<file path="config.mk">
export PLATFORM = sky130hd
export DESIGN_NAME = vme_host_bridge
export DESIGN_NICKNAME = d
export VERILOG_FILES = /design/src/rtl/vhb_pkg.sv /design/src/rtl/vhb_sync.sv /design/src/rtl/vhb_addr_ctr.sv /design/src/rtl/vhb_cycle_fsm.sv /design/src/rtl/vme_host_bridge.sv
export SDC_FILE = /design/constraint.sdc
export NUM_CORES = 1
export LEC_CHECK = 0
export BUFFER_PORTS_ARGS = -buffer_cell sky130_fd_sc_hd__buf_2
export CAP_MARGIN = 40
export CORE_MARGIN = 2
export CORE_UTILIZATION = 43
export DETAILED_ROUTE_END_ITERATION = 10
export GPL_ROUTABILITY_DRIVEN = 0
export PLACE_DENSITY_LB_ADDON = 0.1
export SYNTH_ARGS = -nofsm -noshare
export SYNTH_HDL_FRONTEND = slang
export SYNTH_SLANG_ARGS = --single-unit
</file>
<file path="constraint.sdc">
create_clock -name clk -period 2.1 [get_ports clk]
set_clock_uncertainty 0.15 [all_clocks]
set_input_delay 0.42 -clock clk [delete_from_list [all_inputs] [get_ports clk]]
set_output_delay 0.42 -clock clk [all_outputs]
set_load 0.02 [all_outputs]
</file>
<file path="src/rtl/vhb_pkg.sv">
// Package vhb_pkg
// Shared types for the VMEbus-to-host-port bridge: sequencer state
// encoding and the block-mode address-modifier decode.
package vhb_pkg;

    typedef enum logic [1:0] {
        ST_IDLE    = 2'd0,
        ST_STROBE  = 2'd1,
        ST_REPLY   = 2'd2,
        ST_RECOVER = 2'd3
    } vhb_state_e;

    localparam int AM_W = 6;

    // True for the four address-modifier codes that request block transfers
    function automatic logic is_block_am(input logic [AM_W-1:0] am);
        return (am == 6'h0B) || (am == 6'h0F) || (am == 6'h3B) || (am == 6'h3F);
    endfunction

endpackage

</file>
<file path="src/rtl/vhb_sync.sv">
// Module vhb_sync
// Two-stage synchroniser, one independent pair of flops per bit.
// Assumes each bit is an unrelated level; no bus coherency is implied.
// RST_VAL gives the inactive level each bit takes during reset.
module vhb_sync #(
    parameter int           W       = 1,
    parameter logic [W-1:0] RST_VAL = '0
) (
    input  logic         clk,
    input  logic         rst_n,
    input  logic [W-1:0] d,
    output logic [W-1:0] q
);

    for (genvar i = 0; i < W; i++) begin : g_bit
        logic meta_q;
        logic stab_q;

        // Purpose: capture the asynchronous level, then let it settle one more cycle
        always_ff @(posedge clk) begin
            if (!rst_n) begin
                meta_q <= RST_VAL[i];
                stab_q <= RST_VAL[i];
            end else begin
                meta_q <= d[i];
                stab_q <= meta_q;
            end
        end

        assign q[i] = stab_q;
    end

endmodule

</file>
<file path="src/rtl/vhb_addr_ctr.sv">
// Module vhb_addr_ctr
// Host address generator. A load takes priority over a step. A step adds
// STEP and wraps modulo 2^AW. Assumes load_val is stable when load is high.
module vhb_addr_ctr #(
    parameter int AW   = 32,
    parameter int STEP = 4
) (
    input  logic          clk,
    input  logic          rst_n,
    input  logic          load,
    input  logic [AW-1:0] load_val,
    input  logic          step,
    output logic [AW-1:0] addr
);

    localparam logic [AW-1:0] STEP_V = AW'(STEP);

    logic [AW-1:0] addr_q;

    // Purpose: reload on a new address strobe, otherwise advance after a completed beat
    always_ff @(posedge clk) begin
        if (!rst_n) begin
            addr_q <= '0;
        end else if (load) begin
            addr_q <= load_val;
        end else if (step) begin
            addr_q <= addr_q + STEP_V;
        end
    end

    assign addr = addr_q;

endmodule

</file>
<file path="src/rtl/vhb_cycle_fsm.sv">
// Module vhb_cycle_fsm
// Four-phase cycle sequencer: idle -> host strobe -> reply (DTACK) -> idle.
// It has a timeout path through a recovery state that waits for the
// data strobes to be released. All inputs must already be synchronised.
module vhb_cycle_fsm
    import vhb_pkg::*;
#(
    parameter int TIMEOUT_CYC = 32
) (
    input  logic       clk,
    input  logic       rst_n,
    input  logic       req,        // address strobe, select and a data strobe all active
    input  logic       ds_idle,    // both data strobes released
    input  logic       host_rdy,
    output vhb_state_e state,
    output logic       accept,     // request taken this cycle
    output logic       capture,    // host answered this cycle
    output logic       complete    // handshake finished this cycle
);

    localparam int TO_W = $clog2(TIMEOUT_CYC + 1);
    localparam logic [TO_W-1:0] TO_LAST = TO_W'(TIMEOUT_CYC - 1);

    vhb_state_e      state_q, state_d;
    logic [TO_W-1:0] wait_q;

    // Purpose: next-state decode for the handshake sequence
    always_comb begin
        state_d  = state_q;
        accept   = 1'b0;
        capture  = 1'b0;
        complete = 1'b0;
        unique case (state_q)
            ST_IDLE: begin
                if (req) begin
                    state_d = ST_STROBE;
                    accept  = 1'b1;
                end
            end
            ST_STROBE: begin
                if (host_rdy) begin
                    state_d = ST_REPLY;
                    capture = 1'b1;
                end else if (wait_q == TO_LAST) begin
                    state_d = ST_RECOVER;
                end
            end
            ST_REPLY: begin
                if (ds_idle) begin
                    state_d  = ST_IDLE;
                    complete = 1'b1;
                end
            end
            ST_RECOVER: begin
                if (ds_idle) begin
                    state_d = ST_IDLE;
                end
            end
            default: state_d = ST_IDLE;
        endcase
    end

    // Purpose: state register
    always_ff @(posedge clk) begin
        if (!rst_n) begin
            state_q <= ST_IDLE;
        end else begin
            state_q <= state_d;
        end
    end

    // Purpose: count cycles spent waiting for the host, cleared outside the strobe phase
    always_ff @(posedge clk) begin
        if (!rst_n) begin
            wait_q <= '0;
        end else if (state_q == ST_STROBE) begin
            wait_q <= wait_q + 1'b1;
        end else begin
            wait_q <= '0;
        end
    end

    assign state = state_q;

endmodule

</file>
<file path="src/rtl/vme_host_bridge.sv">
// Module vme_host_bridge
// Bridges VMEbus slave data cycles onto a processor host port.
// Assumes: upstream decode drives vme_sel; vme_addr and vme_am are stable
// for at least three clocks after the address strobe falls; vme_data_in is
// stable for three clocks after a data strobe falls; host_rdata is valid
// whenever host_rdy is high.
module vme_host_bridge
    import vhb_pkg::*;
#(
    parameter int DW          = 32,
    parameter int AW          = 32,
    parameter int TIMEOUT_CYC = 32,
    parameter int ADDR_STEP   = 4
) (
    input  logic          clk,
    input  logic          rst_n,
    input  logic          vme_as_n,
    input  logic          vme_ds0_n,
    input  logic          vme_ds1_n,
    input  logic          vme_write_n,
    input  logic          vme_sel,
    input  logic [5:0]    vme_am,
    input  logic [AW-1:0] vme_addr,
    input  logic [DW-1:0] vme_data_in,
    output logic [DW-1:0] vme_data_out,
    output logic          vme_data_oe,
    output logic          vme_dtack_n,
    output logic          host_cs_n,
    output logic          host_wr_n,
    output logic          host_rd_n,
    output logic [AW-1:0] host_addr,
    output logic [DW-1:0] host_wdata,
    input  logic [DW-1:0] host_rdata,
    input  logic          host_rdy
);

    localparam int          NSYNC    = 5;
    localparam logic [4:0]  SYNC_RST = 5'b01111;  // sel inactive low, strobes inactive high

    logic [NSYNC-1:0] sync_in, sync_out;
    logic             as_s, ds0_s, ds1_s, write_n_s, sel_s;
    logic             rdy_s;
    logic             as_prev_q;
    logic             as_fall;
    logic             block_q;
    logic             dir_wr_q;
    logic [DW-1:0]    rdata_q;
    logic [DW-1:0]    wdata_q;
    logic             req, ds_idle;
    logic             accept, capture, complete;
    vhb_state_e       state;

    assign sync_in = {vme_sel, vme_write_n, vme_ds1_n, vme_ds0_n, vme_as_n};

    vhb_sync #(.W(NSYNC), .RST_VAL(SYNC_RST)) u_sync_vme (
        .clk   (clk),
        .rst_n (rst_n),
        .d     (sync_in),
        .q     (sync_out)
    );

    vhb_sync #(.W(1), .RST_VAL(1'b0)) u_sync_rdy (
        .clk   (clk),
        .rst_n (rst_n),
        .d     (host_rdy),
        .q     (rdy_s)
    );

    assign as_s      = sync_out[0];
    assign ds0_s     = sync_out[1];
    assign ds1_s     = sync_out[2];
    assign write_n_s = sync_out[3];
    assign sel_s     = sync_out[4];

    assign req     = !as_s && sel_s && (!ds0_s || !ds1_s);
    assign ds_idle = ds0_s && ds1_s;
    assign as_fall = as_prev_q && !as_s;

    // Purpose: remember the previous address strobe level for edge detection
    always_ff @(posedge clk) begin
        if (!rst_n) begin
            as_prev_q <= 1'b1;
        end else begin
            as_prev_q <= as_s;
        end
    end

    // Purpose: latch block mode from the address modifier at each address strobe fall
    always_ff @(posedge clk) begin
        if (!rst_n) begin
            block_q <= 1'b0;
        end else if (as_fall) begin
            block_q <= is_block_am(vme_am);
        end
    end

    vhb_cycle_fsm #(.TIMEOUT_CYC(TIMEOUT_CYC)) u_fsm (
        .clk      (clk),
        .rst_n    (rst_n),
        .req      (req),
        .ds_idle  (ds_idle),
        .host_rdy (rdy_s),
        .state    (state),
        .accept   (accept),
        .capture  (capture),
        .complete (complete)
    );

    vhb_addr_ctr #(.AW(AW), .STEP(ADDR_STEP)) u_addr (
        .clk      (clk),
        .rst_n    (rst_n),
        .load     (as_fall),
        .load_val (vme_addr),
        .step     (complete && block_q),
        .addr     (host_addr)
    );

    // Purpose: capture direction and write data when a request is accepted
    always_ff @(posedge clk) begin
        if (!rst_n) begin
            dir_wr_q <= 1'b0;
            wdata_q  <= '0;
        end else if (accept) begin
            dir_wr_q <= !write_n_s;
            wdata_q  <= vme_data_in;
        end
    end

    // Purpose: capture host read data when the processor answers a read
    always_ff @(posedge clk) begin
        if (!rst_n) begin
            rdata_q <= '0;
        end else if (capture && !dir_wr_q) begin
            rdata_q <= host_rdata;
        end
    end

    // Purpose: decode pin levels from the sequencer state
    always_comb begin
        host_cs_n   = !(state == ST_STROBE);
        host_wr_n   = !(state == ST_STROBE && dir_wr_q);
        host_rd_n   = !(state == ST_STROBE && !dir_wr_q);
        vme_dtack_n = !(state == ST_REPLY);
        vme_data_oe = (state == ST_REPLY) && !dir_wr_q;
    end

    assign vme_data_out = rdata_q;
    assign host_wdata   = wdata_q;

endmodule

</file>
== Word-level counts from Yosys, hierarchy flattened ==
Index checks and enable logic that the tools add are counted.

* Latch bits: 0
* Memory bits (read-only): 0
* Logic and storage cells: 73
* Memories kept: 0
* RAM bits: 0
* Input port bits: 110
* Output and inout port bits: 101
* Register bits: 119

* Divide/modulo/power cells: 0
* $add $sub $neg: 2
* Shifts and indexed selects: 0
* Multipliers: 0
* Reduce and logical (&&, ||, !) cells: 27
* Bitwise logic cells: 0
* Mux-type cells: 13
* Equal/unequal tests: 11
* $lt $le $gt $ge: 0

{| class="wikitable"
|+ Operators by type and width
! cell !! number
|-
| 32-bit two-way mux || 2
|-
| 32-bit by 3-bit adder with 32-bit output (second input constant) || 1
|-
| 6-bit by 4-bit equality test with 1-bit output (second input constant) || 2
|-
| 6-bit equality test (second input constant) || 2
|-
| 1-bit logical AND || 9
|-
| 1-bit zero test || 9
|-
| 2-bit two-way mux || 4
|-
| 6-bit by 1-bit adder with 6-bit output (second input constant) || 1
|-
| 6-bit by 5-bit equality test with 1-bit output (second input constant) || 1
|-
| 1-bit two-way mux || 6
|-
| 2-bit one-hot mux with 3 select lines || 1
|-
| 2-bit equality test (second input constant) || 2
|-
| 1-bit logical OR || 4
|-
| 3-bit by 1-bit != test with 1-bit output (second input constant) || 1
|-
| 3-bit AND reduction || 1
|-
| 2-bit by 1-bit equality test with 1-bit output (second input constant) || 1
|-
| 2-bit zero test || 1
|-
| 2-bit by 1-bit != test with 1-bit output (second input constant) || 1
|-
| 2-bit != test (second input constant) || 1
|-
| 2-bit AND reduction || 1
|-
| 2-bit nonzero test || 1
|-
| 2-bit OR reduction || 1
|}

== Depth between registers and ports, before layout ==
Gate-level depths: netlist (run 1).

* Word-level depth: 6
* Depth in mapped cells: 7
* Gate-level depth less buffers: 5

== By module ==
From an unflattened synthesis (run 1), not the netlist that was laid out.

* Cells, all modules: 563
* Area, all modules: 5146.2 um2

{| class="wikitable"
|+ By module, submodules not included
! module !! instances !! area an instance (um2) !! cells each !! seq. area each (um2)
|-
| vme_host_bridge || 1 || 2587.5 || 264 || 1341.3
|-
| vhb_addr_ctr || 1 || 1864.3 || 233 || 640.6
|-
| vhb_cycle_fsm || 1 || 341.6 || 37 || 160.2
|-
| vhb_sync at u_sync_vme || 1 || 300.3 || 25 || 200.2
|-
| vhb_sync at u_sync_rdy || 1 || 52.6 || 4 || 40.0
|}

== Worst setup path after synthesis (run 1) ==
OpenSTA, ideal clock, no wires.

* Path kind: reg-to-reg
* Start: register u_addr.addr_q[2] (netlist: u_addr.addr[2])
* End: register u_addr.addr_q[24] (netlist: u_addr.addr[24])
* Path slack: -237 ps
* Stages on the path, launching flop included: 7
* Library setup time: 74 ps
* Data required time: 1876 ps
* Clock period less this slack: 2337 ps
* Arrival time: 2113 ps
* Path buffers: 1
* Path through: dfxtp_1 -> ha_1 -> nand3_1 -> or4_4 -> buf_6 -> or4_1 -> a31oi_1

* Cells in the longest elaborated chain, start to end: 3

{| class="wikitable"
|+ RTL lines
! item !! RTL line !! source
|-
| from (decl) || vhb_addr_ctr.sv:18 || <nowiki>logic [AW-1:0] addr_q;</nowiki>
|-
| from (signal assigned) || vhb_addr_ctr.sv:25 || <nowiki>addr_q <= load_val;</nowiki>
|-
| from (signal assigned) || vhb_addr_ctr.sv:27 || <nowiki>addr_q <= addr_q + STEP_V;</nowiki>
|-
| 32-bit by 3-bit adder with 32-bit output || vhb_addr_ctr.sv:27 ||
|-
| 32-bit two-way mux || vhb_addr_ctr.sv:26 || <nowiki>end else if (step) begin</nowiki>
|-
| 32-bit two-way mux || vhb_addr_ctr.sv:24 || <nowiki>end else if (load) begin</nowiki>
|}

Every way passes these cells. The select of a mux whose other input is x is not followed.
A chain may end at the register's enable or synchronous reset.

== Final worst setup path (run 1) ==
Same ends and word-level chain as after synthesis.

==> run metrics, run 1 <==
status=complete, no violations; drt first pass iters=5; Remaining DRCs=0; I/O Pins=around 210; largest net degree at the start of global routing=58; Final TNS setup=0 ns; Clock Pin Slew Worst Setup and Hold Paths=0.05 ns; Yosys reg bits=119; Yosys top cell by area=dfxtp_1; Comb pwr share=~7.3%; TritonCTS buffer count=17; Detailed Route WL=roughly 14000 um; vias in the first global route=4592; # setup viols final=0; CTS Sinks=between 100 and 150; Synth top area share=49.0%; FILL cells=a little under 1000; worst-skew pair later-pin latency=0.41 ns; Final Cycle Share=99.2%; Total Routing Usage GR=22.1%; Tmin final=2.08 ns; Die ar.=0.0122 mm2; relative slew slack=60.2%; Die Height=about 110 um; ys async rst share=0%; Hold Vio Cnt, Final=0; leakage power=0.00292 uW; highest clock rate=about 480 MHz; Starting Density=44.5%; Vias=5183; crit path max fanout=8; Net Sw Frac=22.8%; worst slew pin tran=0.597 ns; Int Pwr=3980 uW; clock power share=between 40% and 50%; Crit. End Element=register; crit-path most repeated cell=or4_4; top-count cell post-synth=nand2_1; gr ovfl total=0; antenna viol nets, final=0; Seq/Total Area, Yosys=49.0%; Core ar.=around 0.011 mm2; DRT iter0 DRCs=370; CP Data Arrival Time=2.27 ns; synthesized area=around 0.0049 mm2; sequential cell area=0.00240 mm2; post-synth cell types=41; Avg Cell Area, Syn=about 8.0 um2; Critical Path Max Stage Delay=approximately 0.6 ns; area grow syn2layout=40.8%; DR vias/cell=5.22; crit start category=register; Synth Flop Type=dfxtp_1; initial antenna violation count=0; VDD IR-drop max=between 400 and 500 uV; Worst Hold Class=in2reg; crit-path cells=ha_4, nand3_4, or4_4, or4_4, a31oi_1; Yosys warnings=0; synth cell count leaders=nand2_1 (153), dfxtp_1 (119), a21oi_1 (76); Seq pwr share=45.7%; post-place instance area=between 0.006 and 0.007 mm2; Post-synth EDFFs=0; Ant. Diodes=0; slowest cell on the critical path=or4_4; Routed WL per cell=14.2 um; WS Path Type=reg2reg; Mapped Nets=723; hold slack=0.0408 ns; unrepaired setup endpoints after global routing=true; Pwr Density=753 mW/mm2; max-cap violation count=0; hpwl dp=9850 um; main area contributors after synthesis=dfxtp_1 (49%), nand2_1 (12%), a21oi_1 (7.8%); Gate Count Post-Synth=611; CTS max path bufs=2; Die W=110 um; Critical Path RT=2.28 ns; area taken by multi-input logic gates=0.00239 mm2; # port buffers=209; NetSw=1180 uW; design area=0.00684 mm2; CTS root buf=clkbuf_16; NumNets Final=956; first-pass GRT wire length=20900 um; H-tree Lvls=4; CTS tree=done; max-slew violation count=0; layout cells sized above 1=35.2%; # rows=38
## through the flow
| stage | worst slack, ns | power [uW] | util, % | cells |
|---|---|---|---|---|
| final | 0.0176 | 5150 | 62.6 | 993 |
| after global routing | -0.0194 | 5340 | 62.6 | 993 |
| after CTS | -0.0444 | 5210 | 62.2 | 992 |
| after detailed placement | -0.0766 | 2770 | 57.5 | 963 |
| after global placement | -0.0339 | 2760 | 57.5 | 963 |
| after floorplan | -0.0229 | 2570 | - | 611 |
## power groups by stage
stage	Sequential [uW]	Combinational [uW]	Clock, uW
floorplan	2440	129	0
global placement	2390	369	0
detailed placement	2390	375	0
CTS	2350	378	2480
global route	2360	414	2570
finish	2350	378	2420
## timing repair
action / CTS / global route
setup endpoints to repair: 10 / 9
hold buffers: 0 / 0
cloned: 1 / 0
pin swaps: 5 / 6
setup buffers: 0 / 1
gates resized for setup: 5 / 9
## layout by cell type (no fill, tap or decap), types with 5 or more instances in the layout
cell type | Yosys | routed
a21oi_1 | 76 | 76
nand4_1 | 7 | 7
and2_1 | 5 | 5
nand2_1 | 153 | 153
o31ai_1 | 5 | 5
o21ai_0 | 36 | 36
xnor2_1 | 7 | 7
buf_2 | 0 | 209
clkinv_2 | 0 | 5
dfxtp_1 | 119 | 110
a211oi_1 | 7 | 7
clkbuf_16 | 0 | 17
nor3_1 | 13 | 12
dfxtp_2 | 0 | 7
nand2b_1 | 12 | 11
nand3_1 | 22 | 20
a311oi_1 | 5 | 5
buf_4 | 0 | 44
nor2_1 | 23 | 23
or4_1 | 14 | 12
and3_1 | 8 | 8
a31oi_1 | 8 | 8
or3_1 | 14 | 14
## cell families (layout without fill, tap and decap cells)
| group | Yosys count | after routing | share of synthesized area (%) |
|---|---|---|---|
| flip-flops | 119 | 119 | 49.0 |
| XOR/XNOR | 10 | 10 | 1.80 |
| adder cells (fa/ha/maj) | 2 | 2 | 0.515 |
| buffers and inverters | 45 | 286 | 3.63 |
| AND/OR/NAND/NOR | 291 | 292 | 28.5 |
| AO/OA/AOI/OAI | 144 | 144 | 16.5 |
## path summary, 6_finish.rpt
kind                                         start                               endpoint  slack (ns)  depth (start not counted)
min reg2reg  u_sync_vme.g_bit[2].meta_q$_SDFF_PN1_  u_sync_vme.g_bit[2].stab_q$_SDFF_PN1_        0.25                          1
max reg2reg            u_addr.addr[2]$_SDFFE_PN0P_           u_addr.addr[24]$_SDFFE_PN0P_        0.02                          5
min                                    vme_write_n  u_sync_vme.g_bit[3].meta_q$_SDFF_PN1_        0.04                          2
max                    u_addr.addr[2]$_SDFFE_PN0P_           u_addr.addr[24]$_SDFFE_PN0P_        0.02                          5
## state kept, by name (all words and copies together), names as in the netlist
register,cells
as_prev_q,1
host_wdata,32
u_sync_vme.g_bit.stab_q,5
u_fsm.wait_q,6
u_sync_rdy.q,1
u_sync_vme.g_bit.meta_q,5
vme_data_out,32
u_addr.addr,32
block_q,1
u_sync_rdy.g_bit.meta_q,1
u_fsm.state,2
dir_wr_q,1
## routing by layer
layer / vias to the layer above / wire (um) / GRT usage (%)
met5: - / 0 / 0
met4: 0 / 190 / 9.46
met3: 15 / 889 / 6.06
met2: 166 / 6990 / 37.6
met1: 2400 / 6030 / 26.2
li1: 2602 / - / -
## critical path: cells and delay by family, from the launching register on
| family | cells | cell delay (ns) |
|---|---|---|
| AOI/OAI and AO/OA | 1 | 0.16 |
| adders and majority gates | 1 | 0.14 |
| DFF | 1 | 0.36 |
| and+or+nand+nor | 3 | 1.21 |
## cell type report
type,instances,share of cell area [%]
flip-flops and latches,119,35.0
multi-input cells,448,34.9
repair buffers,253,20.1
clock buffers,22,6.64
well taps,140,2.56
clock inverters,6,0.475
inverters,5,0.274
Note: power is estimated with default switching activity, not from simulation.
==> inputs of run 2 (changes only) <==
--- a/config.mk
+++ b/config.mk
@@ -9,6 +9,7 @@
 export CAP_MARGIN = 40
 export CORE_MARGIN = 2
 export CORE_UTILIZATION = 43
+export CTS_BUF_LIST = sky130_fd_sc_hd__clkbuf_8 sky130_fd_sc_hd__clkbuf_16
 export DETAILED_ROUTE_END_ITERATION = 10
 export GPL_ROUTABILITY_DRIVEN = 0
 export PLACE_DENSITY_LB_ADDON = 0.1
==> run 2 against run 1 <==
  * Register-to-register slack hardly changed
  * Sequential power barely moved
  * Non-clock buffer count did not move
  * Sequential cell count is the same
  * Hold slack improved by 0.00092 ns
  * Routed wire length about the same
  * Utilization did not move
  * Critical endpoint unchanged
  * Largest power group unchanged
  * Clock power is essentially flat
  * Critical path type unchanged
  * Die area stayed put
==> run metrics, run 2 (synthesis results as in run 1) <==
Vias=5193 (was 5183); Worst Hold Class=in2reg (unchanged); M1 wire length=6110 um (was 6030 um); worst reg-to-reg path cell count=5 (unchanged); Stages on worst setup path=5 (unchanged); pre-CTS WS=-0.0766 ns (unchanged); post-route setup slack=0.0153 ns (was 0.0176 ns); Finished Layout Cells=993 (unchanged); Placed Instances=963 (unchanged); commonest non-fill, non-tap cell in the layout=buf_2 (unchanged); most frequent cells in the layout=buf_2 (209), nand2_1 (153), dfxtp_1 (110), a21oi_1 (76), buf_4 (44) (unchanged); drt first pass iters=5 (unchanged); Clock Pin Slew Worst Setup and Hold Paths=0.05 ns (about the same); initial antenna violation count=0 (unchanged); # port buffers=209 (unchanged); max-cap violation count=0 (unchanged); design area=0.00684 mm2 (unchanged); vias in the first global route=4592 (unchanged); Starting Density=44.5% (unchanged); max layer used=met4 (unchanged); CP Data Arrival Time=2.27 ns (about the same); crit path max fanout=8 (unchanged); worst slew pin tran=0.598 ns (was 0.597 ns); highest clock rate=480 MHz (about the same); Remaining DRCs=0 (unchanged); DR vias/cell=5.23 (was 5.22); CTS root buf=clkbuf_16 (unchanged); Net Sw Frac=22.9% (was 22.8%); clock power share=46.8% (was 47.0%); H-tree Lvls=4 (unchanged); post-place instance area=0.00629 mm2 (unchanged); Total Routing Usage GR=22.1% (unchanged); # rows=38 (unchanged); VDD IR-drop max=486 uV (about the same); Int Pwr=3960 uW (was 3980 uW); Die W=110 um (unchanged); hpwl dp=9850 um (unchanged); CTS max path bufs=2 (unchanged); Seq pwr share=45.8% (was 45.7%); slowest cell on the critical path=or4_4 (unchanged); status=complete, no violations (unchanged); layout cells sized above 1=35.2% (unchanged); Routed WL per cell=14.2 um (about the same); Detailed Route WL=14100 um (about the same); Critical Path Max Stage Delay=0.60 ns (about the same); DRT iter0 DRCs=371 (was 370); Critical Path RT=2.28 ns (about the same); met3 WL=844 um (was 889 um); largest net degree at the start of global routing=58 (unchanged); Top delay family on crit path=simple AND/OR/NAND/NOR gates (unchanged); crit-path most repeated cell=or4_4 (unchanged); Die Height=110 um (unchanged); Hold Vio Cnt, Final=0 (unchanged); NetSw=1180 uW (about the same); leakage power=0.00293 uW (was 0.00292 uW); crit start category=register (unchanged); CTS tree=done (unchanged); max-slew violation count=0 (unchanged); Pwr Density=750 mW/mm2 (was 753 mW/mm2); Crit. End Element=register (unchanged); Tmin final=2.08 ns (about the same); CP Buf/Inv Count=0 (unchanged); hold depth=2 (unchanged); Comb pwr share=7.4% (was 7.3%); WS Path Type=reg2reg (unchanged); Final Cycle Share=99.3% (was 99.2%); first-pass GRT wire length=20900 um (unchanged); I/O Pins=211 (unchanged); unrepaired setup endpoints after global routing=true (unchanged); crit-path cells=ha_4, nand3_4, or4_4, or4_4, a31oi_1 (unchanged); metal2 WL=6950 um (was 6990 um); # setup viols final=0 (unchanged); fin util=62.6% (unchanged); relative slew slack=60.2% (about the same); Core ar.=0.0109 mm2 (unchanged); area grow syn2layout=40.8% (unchanged); CTS Sinks=119 (unchanged); antenna viol nets, final=0 (unchanged); TritonCTS buffer count=17 (unchanged); gr ovfl total=0 (unchanged); Die ar.=0.0122 mm2 (unchanged); Ant. Diodes=0 (unchanged); worst-skew pair later-pin latency=0.41 ns (about the same); NumNets Final=956 (unchanged)
## run 2: cell types whose count changed in the layout (fill, tap and decap cells not counted)
cell / previous run / this run
inv_1: 4 / 8
clkbuf_1: 4 / 0
## run 2: through the flow
step	total power [uW]	hold WS (ns)	setup TNS, ns
after floorplan	2570	0.236	-0.0229
after global placement	2760	0.246	-0.0362
after detailed placement	2770	0.248	-0.221
after CTS	5190	0.0254	-0.0447
after global routing	5320	0.0346	-0.0195
final	5130	0.0417	0
## run 2: timing repair
| item | CTS | global route |
|---|---|---|
| gates resized for setup | 5 | 9 |
| gates cloned | 1 | 0 |
| setup endpoints to repair | 10 | 9 |
| buffers inserted | 0 | 1 |
| hold buffers | 0 | 0 |
| pin swaps | 5 | 6 |
## run 2: layout make-up
class                   count  area [um2]
clock inverters            10        47.5
flip-flops and latches    119        2400
fillers                   974        4090
clock buffers              18         439
well taps                 140         175
repair buffers            253        1380
inverters                   5        18.8
multi-input cells         448        2390
## run 2: power by group through the flow
stage | combinational, uW | clock, uW | sequential (uW)
6_report | 378 | 2400 | 2350
2_1_floorplan | 129 | 0 | 2440
3_3_place_gp | 369 | 0 | 2390
4_1_cts | 378 | 2460 | 2350
3_5_place_dp | 375 | 0 | 2390
5_1_grt | 414 | 2550 | 2360
## run 2: routing by layer
| layer | vias to the layer above | GRT usage, % |
|---|---|---|
| li1 | 2601 | - |
| met2 | 167 | 37.6 |
| met1 | 2410 | 26.2 |
| met5 | - | 0 |
| met3 | 15 | 6.06 |
| met4 | 0 | 9.46 |
## run 2: final timing paths
check / start / to / slack [ns]
max reg2reg: u_addr.addr[2]$_SDFFE_PN0P_ / u_addr.addr[24]$_SDFFE_PN0P_ / 0.02
max: u_addr.addr[2]$_SDFFE_PN0P_ / u_addr.addr[24]$_SDFFE_PN0P_ / 0.02
min: vme_write_n / u_sync_vme.g_bit[3].meta_q$_SDFF_PN1_ / 0.04
min reg2reg: u_sync_vme.g_bit[2].meta_q$_SDFF_PN1_ / u_sync_vme.g_bit[2].stab_q$_SDFF_PN1_ / 0.25
